<file path="src/rtl/canbt_pkg.sv">
package canbt_pkg;
  typedef struct packed {
    logic hold;   // clear both counters
    logic stepQ;  // last clock of a quantum: advance the quantum index
    logic wrapQ;  // last clock of the last quantum: start a new bit
  } btStrobe_t;
endpackage

</file>
<file path="src/rtl/canbt_datapath.sv">
module canbt_datapath
  import canbt_pkg::*;
#(
  parameter int BRP_W  = 6,
  parameter int QCNT_W = 5
) (
  input  logic              clk,
  input  logic              rstN,
  input  btStrobe_t         strb,
  input  logic [BRP_W-1:0]  brpLim,
  input  logic [QCNT_W-1:0] qLim,
  output logic [BRP_W-1:0]  prescCnt,
  output logic [QCNT_W-1:0] quantaCnt
);

  always_ff @(posedge clk or negedge rstN) begin
    if (!rstN) begin
      prescCnt  <= '0;
      quantaCnt <= '0;
    end else if (strb.hold) begin
      prescCnt  <= '0;
      quantaCnt <= '0;
    end else if (strb.stepQ) begin
      prescCnt  <= '0;
      quantaCnt <= strb.wrapQ ? '0 : quantaCnt + 1'b1;
    end else begin
      prescCnt  <= prescCnt + 1'b1;
    end
  end

  AST_NO_OVERFLOW: assert property (@(posedge clk) disable iff (!rstN)
    prescCnt <= brpLim);
  AST_QCNT_RANGE: assert property (@(posedge clk) disable iff (!rstN)
    quantaCnt < qLim);
  AST_HOLD_CLEAR: assert property (@(posedge clk) disable iff (!rstN)
    strb.hold |=> (prescCnt == '0 && quantaCnt == '0));
  AST_WRAP_RESTART: assert property (@(posedge clk) disable iff (!rstN)
    strb.wrapQ |=> (prescCnt == '0 && quantaCnt == '0));

endmodule

</file>
<file path="src/rtl/canbt_ctrl.sv">
module canbt_ctrl
  import canbt_pkg::*;
#(
  parameter int              BRP_W   = 6,
  parameter int              SJW_W   = 2,
  parameter int              TS1_W   = 4,
  parameter int              TS2_W   = 3,
  parameter int              REG_W   = 16,
  parameter int              QCNT_W  = 5,
  parameter logic [REG_W-1:0] RST_VAL = 16'h2301
) (
  input  logic              clk,
  input  logic              rstN,
  input  logic              ctlInit,
  input  logic              ctlCfgEn,
  input  logic              wrEn,
  input  logic [REG_W-1:0]  wrData,
  input  logic [BRP_W-1:0]  prescCnt,
  input  logic [QCNT_W-1:0] quantaCnt,
  output btStrobe_t         strb,
  output logic [BRP_W-1:0]  brpLim,
  output logic [QCNT_W-1:0] qLim,
  output logic [REG_W-1:0]  cfgRd,
  output logic              bitStart,
  output logic              samplePoint
);

  localparam int SJW_LSB = BRP_W;
  localparam int TS1_LSB = SJW_LSB + SJW_W;
  localparam int TS2_LSB = TS1_LSB + TS1_W;
  localparam int USED_W  = TS2_LSB + TS2_W;
  localparam int PAD_W   = REG_W - USED_W;

  logic [REG_W-1:0]  cfgReg;
  logic              wrOk;
  logic [TS1_W-1:0]  ts1Fld;
  logic [TS2_W-1:0]  ts2Fld;
  logic [QCNT_W-1:0] t1Q;
  logic [QCNT_W-1:0] t2Q;
  logic              prescLast;

  assign wrOk = wrEn & ctlCfgEn & ctlInit;

  always_ff @(posedge clk or negedge rstN) begin
    if (!rstN)     cfgReg <= {{PAD_W{1'b0}}, RST_VAL[USED_W-1:0]};
    else if (wrOk) cfgReg <= {{PAD_W{1'b0}}, wrData[USED_W-1:0]};
  end

  assign cfgRd  = cfgReg;
  assign brpLim = cfgReg[BRP_W-1:0];
  assign ts1Fld = cfgReg[TS1_LSB +: TS1_W];
  assign ts2Fld = cfgReg[TS2_LSB +: TS2_W];

  // pre-sample field of 0 is promoted to 1, then each segment adds one
  always_comb begin
    if (ts1Fld == '0) t1Q = QCNT_W'(2);
    else              t1Q = QCNT_W'(ts1Fld) + QCNT_W'(1);
    t2Q  = QCNT_W'(ts2Fld) + QCNT_W'(1);
    qLim = QCNT_W'(1) + t1Q + t2Q;
  end

  assign prescLast  = (prescCnt == brpLim);
  assign strb.hold  = ctlInit;
  assign strb.stepQ = !ctlInit && prescLast;
  assign strb.wrapQ = strb.stepQ && (quantaCnt == qLim - QCNT_W'(1));

  assign bitStart    = !ctlInit && (prescCnt == '0) && (quantaCnt == '0);
  assign samplePoint = !ctlInit && prescLast && (quantaCnt == t1Q);

  AST_WR_PROTECT: assert property (@(posedge clk) disable iff (!rstN)
    !(wrEn && ctlCfgEn && ctlInit) |=> $stable(cfgRd));
  AST_PULSE_EXCL: assert property (@(posedge clk) disable iff (!rstN)
    !(bitStart && samplePoint));
  AST_SAMPLE_SINGLE: assert property (@(posedge clk) disable iff (!rstN)
    samplePoint |=> !samplePoint);
  AST_CFG_FROZEN_RUN: assert property (@(posedge clk) disable iff (!rstN)
    !ctlInit |=> $stable(qLim));

endmodule

</file>
<file path="src/rtl/can_bit_timing.sv">
module can_bit_timing
  import canbt_pkg::*;
#(
  parameter int               BRP_W   = 6,
  parameter int               SJW_W   = 2,
  parameter int               TS1_W   = 4,
  parameter int               TS2_W   = 3,
  parameter int               REG_W   = 16,
  parameter logic [REG_W-1:0] RST_VAL = 16'h2301
) (
  input  logic             clk,
  input  logic             rstN,
  input  logic             ctlInit,
  input  logic             ctlCfgEn,
  input  logic             wrEn,
  input  logic [REG_W-1:0] wrData,
  output logic [REG_W-1:0] cfgRd,
  output logic             bitStart,
  output logic             samplePoint
);

  localparam int MAX_Q  = 1 + (1 << TS1_W) + (1 << TS2_W);
  localparam int QCNT_W = $clog2(MAX_Q + 1);

  btStrobe_t         strb;
  logic [BRP_W-1:0]  brpLim;
  logic [QCNT_W-1:0] qLim;
  logic [BRP_W-1:0]  prescCnt;
  logic [QCNT_W-1:0] quantaCnt;

  canbt_ctrl #(
    .BRP_W(BRP_W), .SJW_W(SJW_W), .TS1_W(TS1_W), .TS2_W(TS2_W),
    .REG_W(REG_W), .QCNT_W(QCNT_W), .RST_VAL(RST_VAL)
  ) i_ctrl (
    .clk(clk), .rstN(rstN), .ctlInit(ctlInit), .ctlCfgEn(ctlCfgEn),
    .wrEn(wrEn), .wrData(wrData), .prescCnt(prescCnt), .quantaCnt(quantaCnt),
    .strb(strb), .brpLim(brpLim), .qLim(qLim), .cfgRd(cfgRd),
    .bitStart(bitStart), .samplePoint(samplePoint)
  );

  canbt_datapath #(.BRP_W(BRP_W), .QCNT_W(QCNT_W)) i_dp (
    .clk(clk), .rstN(rstN), .strb(strb), .brpLim(brpLim), .qLim(qLim),
    .prescCnt(prescCnt), .quantaCnt(quantaCnt)
  );

endmodule

</file>
<file path="config.mk">
export PLATFORM = sky130hd
export DESIGN_NAME = can_bit_timing
export DESIGN_NICKNAME = d
export VERILOG_FILES = /design/src/rtl/canbt_pkg.sv /design/src/rtl/canbt_datapath.sv /design/src/rtl/canbt_ctrl.sv /design/src/rtl/can_bit_timing.sv
export SDC_FILE = /design/constraint.sdc
export NUM_CORES = 1
export LEC_CHECK = 0
export BUFFER_PORTS_ARGS = -buffer_cell sky130_fd_sc_hd__buf_4
export CAP_MARGIN = 15
export CORE_ASPECT_RATIO = 0.9
export CORE_MARGIN = 3
export CORE_UTILIZATION = 38
export DETAILED_ROUTE_END_ITERATION = 12
export SYNTH_ARGS = -nofsm -noshare
export SYNTH_HDL_FRONTEND = slang
export SYNTH_HIERARCHICAL = 1
export SYNTH_SLANG_ARGS = --single-unit
</file>
<file path="constraint.sdc">
create_clock -name clk -period 5.3 [get_ports clk]
set_clock_uncertainty 0.1 [all_clocks]
set_input_delay 0.265 -clock clk [delete_from_list [all_inputs] [get_ports clk]]
set_output_delay 0.265 -clock clk [all_outputs]
set_load 0.01 [all_outputs]
</file>
==> flow_summary.yaml, run 1 <==
run_status:
  status: "finished clean"
worst_setup_path:
  required_ps: 5370
  r2r_setup_slack_ps: 1130
  startpoint: "i_ctrl/cfgRd[8]"
  cp_max_fo: 8
  setup.worst_path.class: "reg -> reg"
  end_kind: "flip-flop"
  startpoint_type: "flip-flop"
  ff2ff_path_depth: 15
  crit_arrival_ps: 4240
  worst_r2r_endpoint: "i_dp/quantaCnt[0]"
  cp-endpoint: "i_dp/quantaCnt[0]"
  rr_startpoint: "i_ctrl/cfgRd[8]"
clock_tree:
  clockBufferDepth: 2
  clkTransAtPathRegs_ps: 90
  post_cts_buffers: 0
  root_buffer: "clkbuf_8"
  cts.sinks: 26
  clock_latency_ps: 270
  cts_buffers: 3
  htree_levels: 1
  tritoncts: "yes"
global_routing:
  first_global_vias: 1339
  grt_pass1_wl_um: 5930
  overflow: 0
  track_usage: 0.150
  grt_max_degree: 27
  antenna_found_initial: 0
place:
  place_congestion: 0.823
  io_buffers: 36
  placed_cells: 230
  place_area_mm2: 0.00191
  hpwl_um: 2640
  pre_cts_ws_ps: 1130
synthesis:
  syn_inst: 155
  synth_area_mm2: 0.00164
  syn-num-nets: 188
  ys_warn_count: 6
  postSynthAreaPerCell_um2: 10.6
drt:
  avgViaCountPerCell: 5.17
  drt_first_pass_iters: 4
  drt-total-wl_um: 3230
  drt-initial-drc-count: 34
  vias: 1215
  drcViolationCount: 0
  wl_per_cell_um: 13.7
  ant_nets: 0
die:
  core_mm2: 0.00413
  rows: 22
  ios: 39
  start_util: 0.398
  die_x_um: 75.3
  die-area_mm2: 0.00515
  dieHeight_um: 68.4
layout:
  final_cells: 235
  synthToLayoutAreaGrowth_pct: 20.2
  antennaDiodeCount: 0
  fin_util: 0.478
  drive_above_1_share: 0.337
  fillers: 396
  final_nets: 221
  final_cell_area_mm2: 0.00197
sta:
  fin_crit_ps: 4170
  slew_headroom: 0.544
  hold_violations: 0
  setup_tns_ps: 0
  fmax_ghz: 0.240
  period_share: 0.788
  setup_slack_ps: 1130
  rsz0062_at_grt: "no"
  hold_ws_ps: 104
  finalSetupViolations: 0
  slew_viol_final: 0
  tightest_slew_ps: 682
hold_path:
  hp-class: "in -> reg"
flow_run:
  max-cap-violations: 0
power_and_ir_drop:
  power.density_mw_per_mm2: 350
  finalPower_uw: 691
  p_leak_nw: 0.924
  irDropWorstVdd_mv: 0.142
## layer usage
metal	up-vias	GRT usage	share of wire
met5	-	0	0
met4	0	0.0459	0.0077
met3	4	0.0455	0.065
met2	31	0.248	0.49
met1	584	0.187	0.44
li1	596	-	-
## worst max-delay path, cell delays in order (launching register included)
cell,delay (ps)
dfstp_2,410
inv_1,70
ha_1,150
nor3b_1,440
nor2_1,120
ha_1,290
inv_1,60
ha_1,160
inv_1,60
fa_1,550
nand2_1,70
or3_1,340
a211o_1,310
a2111oi_2,480
nor3b_1,170
mux2_2,290
## what timing repair did
item,CTS,global route
gates resized for setup,0,0
endpoints found under the hold margin,22,0
hold buffers,1,0
endpoints found under the setup margin,0,0
## layout by cell type (no fill, tap or decap), types with 2 or more instances in the layout
| cell | instances |
|---|---|
| ha_1 | 11 |
| nor3b_1 | 3 |
| xor2_1 | 12 |
| o21ai_0 | 6 |
| a21oi_1 | 5 |
| and3_1 | 2 |
| mux2_2 | 16 |
| dfstp_2 | 4 |
| a22o_1 | 3 |
| xnor2_1 | 10 |
| nand2_1 | 3 |
| nand3_1 | 8 |
| inv_1 | 10 |
| nor4_1 | 4 |
| dfrtp_1 | 22 |
| nor2_1 | 8 |
| nand2b_1 | 2 |
| clkbuf_8 | 4 |
| buf_4 | 36 |
| or3_1 | 4 |
## power breakdown
group	internal (mW)	total [mW]	switching (mW)
Sequential	0.227	0.255	0.0276
Clock	0.0664	0.128	0.0617
Combinational	0.158	0.307	0.149
Total	0.452	0.691	0.238
## sequential cells by signal, indices dropped and copies added, names as in the netlist
signal	cells
i_dp/quantaCnt	5
i_dp/prescCnt	6
i_ctrl/cfgRd	15
## area by class of cell
| cell class | count | area, um2 | share of cell area |
|---|---|---|---|
| Inverter | 10 | 37.5 | 0.0190 |
| Sequential cell | 26 | 656 | 0.332 |
| Tap cell | 48 | 60.1 | 0.0304 |
| Multi-Input combinational cell | 110 | 885 | 0.448 |
| Timing Repair Buffer | 37 | 280 | 0.142 |
| Clock buffer | 4 | 55.1 | 0.0279 |
## worst min-delay path by stage
stage / startpoint / endpoint / slack (ps) / cells past startpoint
after floorplan: rstN / i_ctrl/cfgRd[10] / -130 / 0
after global placement: rstN / i_ctrl/cfgRd[7] / 90 / 1
after detailed placement: rstN / i_ctrl/cfgRd[6] / 90 / 1
after CTS: ctlInit / i_dp/quantaCnt[2] / 90 / 2
after global routing: ctlInit / i_dp/quantaCnt[2] / 100 / 2
final: ctlInit / i_dp/quantaCnt[2] / 100 / 2
No activity file was read; power rests on OpenSTA's default activity.
==> inputs of run 2 (changes only) <==
==> constraint.sdc (replaced) <==
create_clock -name clk -period 4.4 [get_ports clk]
set_clock_uncertainty 0.1 [all_clocks]
set_input_delay 0.22 -clock clk [delete_from_list [all_inputs] [get_ports clk]]
set_output_delay 0.22 -clock clk [all_outputs]
set_load 0.01 [all_outputs]
==> run 2 against run 1 <==
  * Maximum frequency increased by 0.37%
  * Clock-buffer cell count decreased by 1
  * Flip-flop and latch count unchanged
==> flow_summary.yaml, run 2 (same netlist as run 1, synthesis figures left out) <==
worst_setup_path:
  required_ps: 4470
  startpoint_type: "flip-flop"
  end_kind: "flip-flop"
  setup.worst_path.class: "reg -> reg"
  cp_max_fo: 8
  rr_startpoint: "i_ctrl/cfgRd[8]"
  crit_arrival_ps: 4230
  startpoint: "i_ctrl/cfgRd[8]"
sta:
  period_share: 0.945
  rsz0062_at_grt: "no"
  slew_viol_final: 0
  tightest_slew_ps: 662
  fmax_ghz: 0.240
  finalSetupViolations: 0
  setup_tns_ps: 0
  hold_violations: 0
  slew_headroom: 0.557
  fin_crit_ps: 4160
clock_tree:
  htree_levels: 1
  clock_latency_ps: 270
  clkTransAtPathRegs_ps: 90
  clockBufferDepth: 2
  root_buffer: "clkbuf_8"
  cts_buffers: 3
  tritoncts: "yes"
  cts.sinks: 26
hold_path:
  min_from: "ctlInit"
  hp-class: "in -> reg"
layout:
  fillers: 377
  drive_above_1_share: 0.342
  final_common_cell: "buf_4"
  antennaDiodeCount: 0
  largest_reg_flops: 15
  synthToLayoutAreaGrowth_pct: 21.5
  fin_util: 0.483
  final_nets: 221
  layout_common_cells: "buf_4, dfrtp_1, mux2_2"
drt:
  drcViolationCount: 0
  avgViaCountPerCell: 5.20
  vias: 1223
  drt-total-wl_um: 3390
  drt_first_pass_iters: 4
  wl_per_cell_um: 14.4
  ant_nets: 0
  drt-initial-drc-count: 52
power_and_ir_drop:
  p_leak_nw: 0.933
  power.density_mw_per_mm2: 440
  irDropWorstVdd_mv: 0.226
die:
  core_mm2: 0.00413
  die-area_mm2: 0.00515
  die_x_um: 75.3
  ios: 39
  dieHeight_um: 68.4
  start_util: 0.398
  rows: 22
place:
  hpwl_um: 2680
  place_congestion: 0.801
  io_buffers: 36
global_routing:
  first_global_vias: 1351
  grt_max_degree: 27
  track_usage: 0.155
  antenna_found_initial: 0
  overflow: 0
  grt_pass1_wl_um: 6090
run_status:
  status: "finished clean"
flow_run:
  max-cap-violations: 0
==> run 2: cell type report <==
type                            count  area [um2]  area share
Multi-Input combinational cell    110         890       0.446
Inverter                           10        37.5      0.0188
Clock buffer                        3        41.3      0.0207
Sequential cell                    26         656       0.329
Clock inverter                      1        30.0      0.0151
Timing Repair Buffer               37         280       0.141
Tap cell                           48        60.1      0.0301
==> run 2: where the power goes <==
group          switching [mW]  internal, mW  leakage, nW
Clock                  0.0755         0.122       0.0357
Combinational           0.179         0.191        0.574
Sequential             0.0360         0.274        0.323
Total                   0.291         0.587        0.933
==> run 2: path summary, 6_finish.rpt <==
path | to | depth (start not counted) | slack (ps)
setup / recovery | i_dp/quantaCnt[0] | 15 | 240
max in group asynchronous | i_ctrl/cfgRd[9] | 2 | 3610
setup reg to reg | i_dp/quantaCnt[0] | 15 | 240
hold reg to reg | i_ctrl/cfgRd[7] | 1 | 420
min in group asynchronous | i_ctrl/cfgRd[7] | 2 | 290
hold / removal | i_dp/quantaCnt[2] | 2 | 50
==> run 2: worst max-delay path: stages, from the launching register on <==
cell and delay [ps]:
dfstp_2 600, inv_1 60, ha_1 200, nor3b_2 180, nor2_1 140, ha_1 240
inv_1 60, ha_1 160, inv_1 60, fa_1 550, nand2_1 80, or3_1 330
a211o_1 310, a2111oi_2 510, nor3b_1 180, mux2_2 290
==> run 2: stage by stage <==
step | total power, mW | cells | hold WS [ps] | setup WS (ps) | instance area, um2
2_1_floorplan | 0.583 | 155 | -176 | 608 | 1640
6_report | 0.877 | 235 | 54.9 | 241 | 1990
3_5_place_dp | 0.683 | 230 | 48.8 | 228 | 1910
5_1_grt | 0.953 | 235 | 44.4 | 30.3 | 1990
3_3_place_gp | 0.663 | 230 | 42.3 | 371 | 1910
4_1_cts | 0.891 | 235 | 47.2 | 210 | 1990
==> run 2: repair_timing <==
action / 4_1_cts / 5_1_grt
setup buffers: 0 / 0
resized for setup: 0 / 1
hold endpoints to repair: 22 / 0
hold buffers: 1 / 0
setup endpoints to repair: 0 / 5
==> run 2: layer usage <==
layer  vias to the layer above  wire [um]  GRT usage
met1                       597       1430      0.185
met2                        31       1780      0.275
li1                        593          -          -
met4                         0         17     0.0393
met3                         2        161     0.0411
met5                         -          0          0
